--- src/rtl/sout_pkg.sv ---
package sout_pkg;

    typedef enum logic [1:0] {
        SEQ_IDLE  = 2'd0,
        SEQ_FETCH = 2'd1,
        SEQ_WAIT  = 2'd2,
        SEQ_PUSH  = 2'd3
    } seq_state_e;

    typedef enum logic {
        WALK_UP   = 1'b0,
        WALK_DOWN = 1'b1
    } walk_dir_e;

    typedef struct packed {
        logic load;
        logic capture;
        logic advance;
    } seq_ctl_t;

    function automatic logic seq_active(seq_state_e s);
        return s != SEQ_IDLE;
    endfunction

endpackage

--- src/rtl/sout_seq.sv ---
module sout_seq
    import sout_pkg::*;
(
    input  logic       clk,
    input  logic       rst,
    input  logic       start_i,
    input  logic       zero_cnt_i,
    input  logic       last_i,
    input  logic       mrd_ready_i,
    input  logic       mrsp_valid_i,
    input  logic       iow_ready_i,
    output seq_state_e state_o,
    output seq_ctl_t   ctl_o,
    output logic       done_o
);

    seq_state_e state_q, state_n;
    logic       done_q, done_n;
    seq_ctl_t   ctl;

    always_comb begin
        state_n = state_q;
        done_n  = 1'b0;
        ctl     = '0;
        case (state_q)
            SEQ_IDLE: begin
                if (start_i) begin
                    if (zero_cnt_i) begin
                        done_n = 1'b1;
                    end else begin
                        ctl.load = 1'b1;
                        state_n  = SEQ_FETCH;
                    end
                end
            end
            SEQ_FETCH: begin
                if (mrd_ready_i) state_n = SEQ_WAIT;
            end
            SEQ_WAIT: begin
                if (mrsp_valid_i) begin
                    ctl.capture = 1'b1;
                    state_n     = SEQ_PUSH;
                end
            end
            SEQ_PUSH: begin
                if (iow_ready_i) begin
                    ctl.advance = 1'b1;
                    if (last_i) begin
                        state_n = SEQ_IDLE;
                        done_n  = 1'b1;
                    end else begin
                        state_n = SEQ_FETCH;
                    end
                end
            end
            default: state_n = SEQ_IDLE;
        endcase
    end

    always_ff @(posedge clk) begin
        if (rst) begin
            state_q <= SEQ_IDLE;
            done_q  <= 1'b0;
        end else begin
            state_q <= state_n;
            done_q  <= done_n;
        end
    end

    assign state_o = state_q;
    assign ctl_o   = ctl;
    assign done_o  = done_q;

endmodule

--- src/rtl/sout_walk.sv ---
module sout_walk
    import sout_pkg::*;
#(
    parameter int ADDR_W = 16,
    parameter int CNT_W  = 16,
    parameter int PORT_W = 16
) (
    input  logic              clk,
    input  logic              rst,
    input  seq_ctl_t          ctl_i,
    input  logic [ADDR_W-1:0] addr_i,
    input  logic [CNT_W-1:0]  count_i,
    input  logic [PORT_W-1:0] port_i,
    input  walk_dir_e         dir_i,
    output logic [ADDR_W-1:0] ptr_o,
    output logic [PORT_W-1:0] port_o,
    output logic              last_o,
    output logic              zero_o
);

    localparam logic [ADDR_W-1:0] PTR_ONE = ADDR_W'(1);
    localparam logic [CNT_W-1:0]  CNT_ONE = CNT_W'(1);

    logic [ADDR_W-1:0] ptr_q, ptr_step;
    logic [CNT_W-1:0]  cnt_q;
    logic [PORT_W-1:0] port_q;
    walk_dir_e         dir_q;

    always_comb begin
        if (dir_q == WALK_DOWN) ptr_step = ptr_q - PTR_ONE;
        else                    ptr_step = ptr_q + PTR_ONE;
    end

    always_ff @(posedge clk) begin
        if (rst) begin
            ptr_q  <= '0;
            cnt_q  <= '0;
            port_q <= '0;
            dir_q  <= WALK_UP;
        end else if (ctl_i.load) begin
            ptr_q  <= addr_i;
            cnt_q  <= count_i;
            port_q <= port_i;
            dir_q  <= dir_i;
        end else if (ctl_i.advance) begin
            ptr_q  <= ptr_step;
            cnt_q  <= cnt_q - CNT_ONE;
        end
    end

    assign ptr_o  = ptr_q;
    assign port_o = port_q;
    assign last_o = (cnt_q == CNT_ONE);
    assign zero_o = (count_i == '0);

endmodule

--- src/rtl/sout_hold.sv ---
module sout_hold #(
    parameter int DATA_W = 8
) (
    input  logic              clk,
    input  logic              rst,
    input  logic              capture_i,
    input  logic [DATA_W-1:0] d_i,
    output logic [DATA_W-1:0] q_o
);

    logic [DATA_W-1:0] q;

    always_ff @(posedge clk) begin
        if (rst)            q <= '0;
        else if (capture_i) q <= d_i;
    end

    assign q_o = q;

endmodule

--- src/rtl/sout_engine.sv ---
module sout_engine
    import sout_pkg::*;
#(
    parameter int ADDR_W = 16,
    parameter int CNT_W  = 16,
    parameter int PORT_W = 16,
    parameter int DATA_W = 8
) (
    input  logic              clk,
    input  logic              rst,
    input  logic              start_i,
    input  logic [ADDR_W-1:0] start_addr_i,
    input  logic [CNT_W-1:0]  count_i,
    input  logic [PORT_W-1:0] port_i,
    input  logic              dir_down_i,
    output logic              busy_o,
    output logic              done_o,
    output logic              mrd_valid_o,
    output logic [ADDR_W-1:0] mrd_addr_o,
    input  logic              mrd_ready_i,
    input  logic              mrsp_valid_i,
    input  logic [DATA_W-1:0] mrsp_data_i,
    output logic              iow_valid_o,
    output logic [PORT_W-1:0] iow_port_o,
    output logic [DATA_W-1:0] iow_data_o,
    input  logic              iow_ready_i
);

    seq_state_e state;
    seq_ctl_t   ctl;
    logic       last, zero_cnt;

    sout_seq u_seq (
        .clk         (clk),
        .rst         (rst),
        .start_i     (start_i),
        .zero_cnt_i  (zero_cnt),
        .last_i      (last),
        .mrd_ready_i (mrd_ready_i),
        .mrsp_valid_i(mrsp_valid_i),
        .iow_ready_i (iow_ready_i),
        .state_o     (state),
        .ctl_o       (ctl),
        .done_o      (done_o)
    );

    sout_walk #(
        .ADDR_W(ADDR_W),
        .CNT_W (CNT_W),
        .PORT_W(PORT_W)
    ) u_walk (
        .clk   (clk),
        .rst   (rst),
        .ctl_i (ctl),
        .addr_i(start_addr_i),
        .count_i(count_i),
        .port_i(port_i),
        .dir_i (walk_dir_e'(dir_down_i)),
        .ptr_o (mrd_addr_o),
        .port_o(iow_port_o),
        .last_o(last),
        .zero_o(zero_cnt)
    );

    sout_hold #(
        .DATA_W(DATA_W)
    ) u_hold (
        .clk      (clk),
        .rst      (rst),
        .capture_i(ctl.capture),
        .d_i      (mrsp_data_i),
        .q_o      (iow_data_o)
    );

    assign busy_o      = seq_active(state);
    assign mrd_valid_o = (state == SEQ_FETCH);
    assign iow_valid_o = (state == SEQ_PUSH);

endmodule

--- config.mk ---
export PLATFORM = sky130hd
export DESIGN_NAME = sout_engine
export DESIGN_NICKNAME = d
export VERILOG_FILES = /design/src/rtl/sout_pkg.sv /design/src/rtl/sout_seq.sv /design/src/rtl/sout_walk.sv /design/src/rtl/sout_hold.sv /design/src/rtl/sout_engine.sv
export SDC_FILE = /design/constraint.sdc
export NUM_CORES = 1
export LEC_CHECK = 0
export BUFFER_PORTS_ARGS = -buffer_cell sky130_fd_sc_hd__buf_4
export CAP_MARGIN = 15
export CORE_MARGIN = 1
export CORE_UTILIZATION = 40
export CTS_CLUSTER_DIAMETER = 30
export CTS_CLUSTER_SIZE = 20
export DETAILED_ROUTE_END_ITERATION = 12
export GPL_ROUTABILITY_DRIVEN = 0
export PLACE_DENSITY = 0.62
export SETUP_SLACK_MARGIN = 0.2
export SLEW_MARGIN = 20
export SYNTH_ARGS = -nofsm -noshare
export SYNTH_HDL_FRONTEND = slang
export SYNTH_SLANG_ARGS = --single-unit
--- constraint.sdc ---
create_clock -name clk -period 6.5 [get_ports clk]
set_input_delay 0.65 -clock clk [delete_from_list [all_inputs] [get_ports clk]]
set_output_delay 0.65 -clock clk [all_outputs]
set_load 0.05 [all_outputs]
Word-level counts from Yosys, hierarchy flattened
Index checks and enable logic that the tools add are counted.
W data, S select, Z words.
{"block": "classes", "order_cmp": 0, "n_eq_ne": 9, "n_bitwise": 0, "shift": 0, "n_reduce_logical": 5, "n_addsub": 3, "mux": 24, "div": 0, "mul": 0}
{"cell": "$mux W16", "count": 5}
{"cell": "$sub A16 B1 Y16 const B", "count": 2}
{"cell": "$add A16 B1 Y16 const B", "count": 1}
{"cell": "$eq A16 B1 Y1 const B", "count": 1}
{"cell": "$logic_not A16 Y1", "count": 1}
{"cell": "$mux W1", "count": 12}
{"cell": "$mux W2", "count": 5}
{"cell": "$pmux W2 S4", "count": 1}
{"cell": "$ne A2 B2 Y1 const B", "count": 3}
{"cell": "$reduce_and A5 Y1", "count": 1}
{"cell": "$eq A2 B2 Y1 const B", "count": 2}
{"cell": "$ne A2 B1 Y1 const B", "count": 2}
{"cell": "$reduce_bool A2 Y1", "count": 2}
{"cell": "$eq A2 B1 Y1 const B", "count": 1}
{"cell": "$logic_not A2 Y1", "count": 1}
{"cell": "$pmux W1 S2", "count": 1}
{"block": "word_totals", "rom_bits": 0, "ff_bits": 60, "output_inout_bits": 44, "latch_bits": 0, "in_bits": 63, "n_memories": 0, "word_cells": 48, "ramBits": 0}

Longest topological paths before layout
{"block": "depth", "word_depth": 5, "mapped_depth": 9}

Hierarchy
From an unflattened synthesis, not the netlist that was laid out.
{"block": "hier_totals", "cells_unflattened": 408, "hier_area_um2": 3498.4}
{"module": "sout_walk", "instances": 1, "area_per_inst_um2": 2932.8, "seq_area_each_um2": 980.9, "cells_per_inst": 350}
{"module": "sout_hold", "instances": 1, "area_per_inst_um2": 285.3, "seq_area_each_um2": 160.2, "cells_per_inst": 26}
{"module": "sout_seq", "instances": 1, "area_per_inst_um2": 257.7, "seq_area_each_um2": 60.1, "cells_per_inst": 29}
{"module": "sout_engine", "instances": 1, "area_per_inst_um2": 22.5, "seq_area_each_um2": 0.0, "cells_per_inst": 3}

Worst setup path after synthesis
No wires, ideal clock.
{"block": "synth_path", "path_kind": "flip-flop to flip-flop", "start": "register u_seq.state_q[1], in the netlist u_seq.state_o[1]", "end": "register u_walk.cnt_q[14]", "required_ns": 6.421, "stages_incl_launch_ff": 9, "arrival_ns": 2.571, "n_path_buf": 1, "path_slack_ns": 3.850, "synth_period_minus_slack_ns": 2.650, "cell_sequence": "dfxtp_1 -> ha_1 -> and2_4 -> nand2_2 -> or4_1 -> buf_2 -> or4b_4 -> xor2_1 -> a211oi_2"}
{"block": "synth_via", "elab_chain_cells": 3, "word_cells_on_any_way": 6}
{"item": "start, declared", "line_no": "sout_seq.sv:17", "source": "seq_state_e state_q, state_n;"}
{"item": "start signal, assigned", "line_no": "sout_seq.sv:65", "source": "state_q <= state_n;"}
{"item": "$eq A2 B2 Y1"}
{"item": "net iow_valid_o", "line_no": "sout_engine.sv:23", "source": "output logic iow_valid_o,"}
{"item": "$mux W1", "line_no": "sout_seq.sv:25", "source": "case (state_q)"}
{"item": "$reduce_bool A2 Y1 (no source line)"}
{"item": "end signal, assigned", "line_no": "sout_walk.sv:42", "source": "cnt_q <= count_i;"}
{"item": "end signal, assigned", "line_no": "sout_walk.sv:47", "source": "cnt_q <= cnt_q - CNT_ONE;"}
{"item": "end, declared", "line_no": "sout_walk.sv:25", "source": "logic [CNT_W-1:0] cnt_q;"}
The timed path passes the listed nets, and every way through them passes these cells.
A chain may end at the register's enable or synchronous reset.

Worst setup path in the final report
{"block": "layout_path", "start": "register u_walk.dir_q", "end": "register u_walk.ptr_q[15], in the netlist u_walk.ptr_o[15]"}
{"block": "layout_via", "elab_chain_cells": 3}
{"item": "start, declared", "line_no": "sout_walk.sv:27", "source": "walk_dir_e dir_q;"}
{"item": "start signal, assigned", "line_no": "sout_walk.sv:44", "source": "dir_q <= dir_i;"}
{"item": "$mux W16", "line_no": "sout_walk.sv:30", "source": "if (dir_q == WALK_DOWN) ptr_step = ptr_q - PTR_ONE;"}
{"item": "$mux W16", "line_no": "sout_walk.sv:45", "source": "end else if (ctl_i.advance) begin"}
{"item": "$mux W16", "line_no": "sout_walk.sv:40", "source": "end else if (ctl_i.load) begin"}
{"item": "end signal, assigned", "line_no": "sout_walk.sv:41", "source": "ptr_q <= addr_i;"}
{"item": "end signal, assigned", "line_no": "sout_walk.sv:46", "source": "ptr_q <= ptr_step;"}
{"item": "end, declared", "line_no": "sout_walk.sv:24", "source": "logic [ADDR_W-1:0] ptr_q, ptr_step;"}
No other way between the ends. The select of a mux whose other input is x is not followed.

==> results by group <==
Status
  – Outcome: finished, final reports clean

Worst setup path
  – Worst Setup Start Kind: flip-flop
  – Worst Setup End Kind: flip-flop
  – Crit path depth: 7
  – Cell family with most CP delay: flip-flops
  – Top cell by count, worst path: a21oi_1
  – Critical-path cell with the highest stage delay: dfxtp_1
  – Critical Path, Cell by Cell: ha_1 > a21oi_1 > a2111oi_0 > or2_2 > o211ai_1 > a21oi_1 > or3_1
  – R2R depth: 7
  – Largest stage delay on the critical path: approximately 0.85 ns
  – Crit path buf inv count: 0
  – Worst Path Required: between 6 and 7 ns
  – Crit-path max FO: 21
  – Critical Path AT: a little over 3 ns
  – Crit path kind: reg2reg

STA
  – Clk_skew: between 0.006 and 0.007 ns
  – Unrepaired setup endpoints after global routing: false
  – Max frequency: between 0.3 and 0.4 GHz
  – Min cycle time layout: about 2.9 ns
  – Final setup vio count: 0
  – Setup TNS: 0 ns
  – Hold WS: around 0.45 ns
  – Max Slew Vio Count: 0
  – Slew margin rel.: 0.4535
  – Final period utilization: 0.4419
  – Worst slew pin tran: 0.8186 ns
  – Final hold viol count: 0

Floorplanning
  – Initial core utilization: 0.4122
  – Core area: 0.008175 sq mm
  – I/O pin cnt: around 110
  – Die width: approximately 94 um
  – Die area: just under 0.009 sq mm
  – FP Rows: 33
  – Die H: between 90 and 100 um

Clocking
  – Clk Latency, worst-skew pair: around 0.33 ns
  – Clock-pin transition on the worst setup and hold timing paths: about 0.070 ns
  – Clock root cell: clkbuf_8
  – CTS tree: built
  – CTS Hold Buffers Added: 0
  – Post-CTS Resized: 0
  – Total CTS buffers: 9
  – Number of clock sinks: 60
  – H-tree levels: 3
  – Setup bufs post-CTS: 0
  – CTS Buffer Depth: 2

Layout
  – Layout cell share with drive strength beyond 1: 0.2510
  – Layout area overhead: 30.11%
  – Antenna cell count: 0
  – Fin util: 0.5363
  – Final #Nets: roughly 600

Global route
  – First-pass GRT wire length: 14900 um
  – Global Route Usage Sum: 0.2124
  – Initial antenna violation count: 0
  – Vias in the first global route: roughly 3100
  – GRT overflow: 0
  – Pin count of the biggest net entering global routing: just under 70

Pwr
  – Peak supply drop: between 0.15 and 0.2 mV
  – P_leak: between 0.0015 and 0.002 uW
  – PwrDens: between 300 and 400 mW/mm^2

Yosys
  – Post-synthesis cell count: 423
  – Register area share after synthesis: 0.3565
  – Syn. warnings: 0
  – Post-Syn Area: roughly 0.0034 sq mm
  – Syn nets: about 510
  – Synth Register Bits: 60
  – Post-synth top flop: dfxtp_1
  – Unique masters post-synth: 52
  – Post-synth EDFFs: 0
  – Ys async rst share: 0
  – Post-Syn Area per Cell: between 7 and 8 sq um

Drt
  – Top routing layer used: met4
  – Mean number of vias per cell: 5.362
  – Total Routed Length: between 9000 and 10000 um
  – First drt pass iteration count: 4
  – Iter 0 DRT Violations: 74
  – WL met3: 280 um
  – DR WL met2: 4481 um
  – Mean routed wirelength per cell: between 10 and 15 um
  – Via Count: around 3400
  – Post-Route M1 WL: between 4000 and 5000 um
  – DRC viols: 0
  – Antenna Violating Nets Remaining: 0

Place
  – Hpwl dp: 6331 um
  – PortBufs: around 110

Worst hold path
  – Hold Path Cell Cnt: 2
  – Hold WC Path Type: reg2reg

Run
  – Max cap viols: 0
==> routing by layer <==
layer	vias to the layer above	track usage
li1	1714	-
met1	1570	0.2769
met2	67	0.3516
met3	11	0.03398
met4	0	0.07692
met5	-	0
==> placed cells by master, fill, tap and decap left out, drive strengths merged, types with 3 or more instances in the layout <==
master	instances
a211oi	20
a21o	4
a21oi	44
a221oi	3
a311oi	7
and3	4
and4	3
buf	108
clkbuf	11
clkinv	5
dfxtp	60
ha	21
inv	14
nand2	68
nand2b	3
nand3	15
nand4	4
nor2	35
nor3	5
nor4	10
o211ai	4
o21ai	11
o22ai	3
or3	7
xnor2	11
xor2	11
==> final timing paths <==
path                          start                 to  slack (ns)
hold reg to reg   u_walk.port_o[15]  u_walk.port_o[15]        0.45
hold / removal    u_walk.port_o[15]  u_walk.port_o[15]        0.45
setup / recovery       u_walk.dir_q   u_walk.ptr_o[15]        3.63
setup reg to reg       u_walk.dir_q   u_walk.ptr_o[15]        3.63
==> stage by stage <==
step | std cells | worst slack (ns) | cell area [sq um] | power [uW]
final | 627 | 3.627 | 4384 | 1668
after global routing | 627 | 3.494 | 4384 | 1789
after CTS | 627 | 3.680 | 4384 | 1683
after detailed placement | 611 | 3.678 | 4224 | 1388
after global placement | 611 | 3.771 | 4224 | 1376
after floorplan | 423 | 3.850 | 3369 | 1155
==> synthesized netlist by cell type (2+ instances only) <==
cell type	number	area [sq um]
a211o_1	2	17.52
a211oi_1	19	142.6
a21o_1	4	30.03
a21oi_1	44	220.2
a221oi_1	3	26.28
a311oi_1	7	61.31
a31oi_1	2	12.51
and3_1	4	25.02
and4_1	3	26.28
buf_1	7	26.28
clkbuf_1	17	63.81
dfxtp_1	60	1201
ha_1	21	262.8
inv_1	14	52.55
mux2i_1	2	20.02
nand2_1	67	251.5
nand2b_1	3	18.77
nand3_1	15	75.07
nand4_1	4	25.02
nor2_1	35	131.4
nor2b_1	2	12.51
nor3_1	5	25.02
nor4_1	10	62.56
o211a_1	2	20.02
o211ai_1	4	30.03
o21a_1	2	15.01
o21ai_0	11	55.05
o22ai_1	3	18.77
o31ai_1	2	15.01
or3_1	7	43.79
xnor2_1	11	96.34
xor2_1	11	96.34
==> logic make-up (layout without fill, tap and decap cells) <==
family                   after synthesis  count (layout)  synth area share
AO/OA/AOI/OAI                        117             117            0.2313
adder cells (fa/ha/maj)               22              22           0.08392
flip-flops                            60              60            0.3565
buffers and inverters                 39             138           0.04382
XOR/XNOR                              22              22           0.05718
AND/OR/NAND/NOR                      161             161            0.2213
multiplexers                           2               2          0.005942
==> final cells by class <==
cell class              count  area (sq um)
multi-input cells         324          2028
repair buffers            108         810.8
fillers                   850          3791
clock buffers              11         131.4
clock inverters             5         28.78
well taps                 105         131.4
inverters                  14         52.55
flip-flops and latches     60          1201
==> registers in the layout (all words and copies together), names as in the netlist <==
name	count
u_seq.state_o	2
u_seq.done_o	1
u_walk.cnt_q	16
u_walk.ptr_o	16
u_walk.dir_q	1
u_hold.q_o	8
u_walk.port_o	16
==> power by group <==
group          internal, uW  total (uW)  switching (uW)
registers               459         543            84.7
logic                   292         837             545
clock network           137         287             151
total                   888        1670             780
==> worst reg2reg max path, cell delays in order (launching register included) <==
cell and delay [ns]:
dfxtp_1 0.85, ha_1 0.42, a21oi_1 0.28, a2111oi_0 0.16, or2_2 0.37, o211ai_1 0.22, a21oi_1 0.09, or3_1 0.36
(Power assumes the default switching activity.)
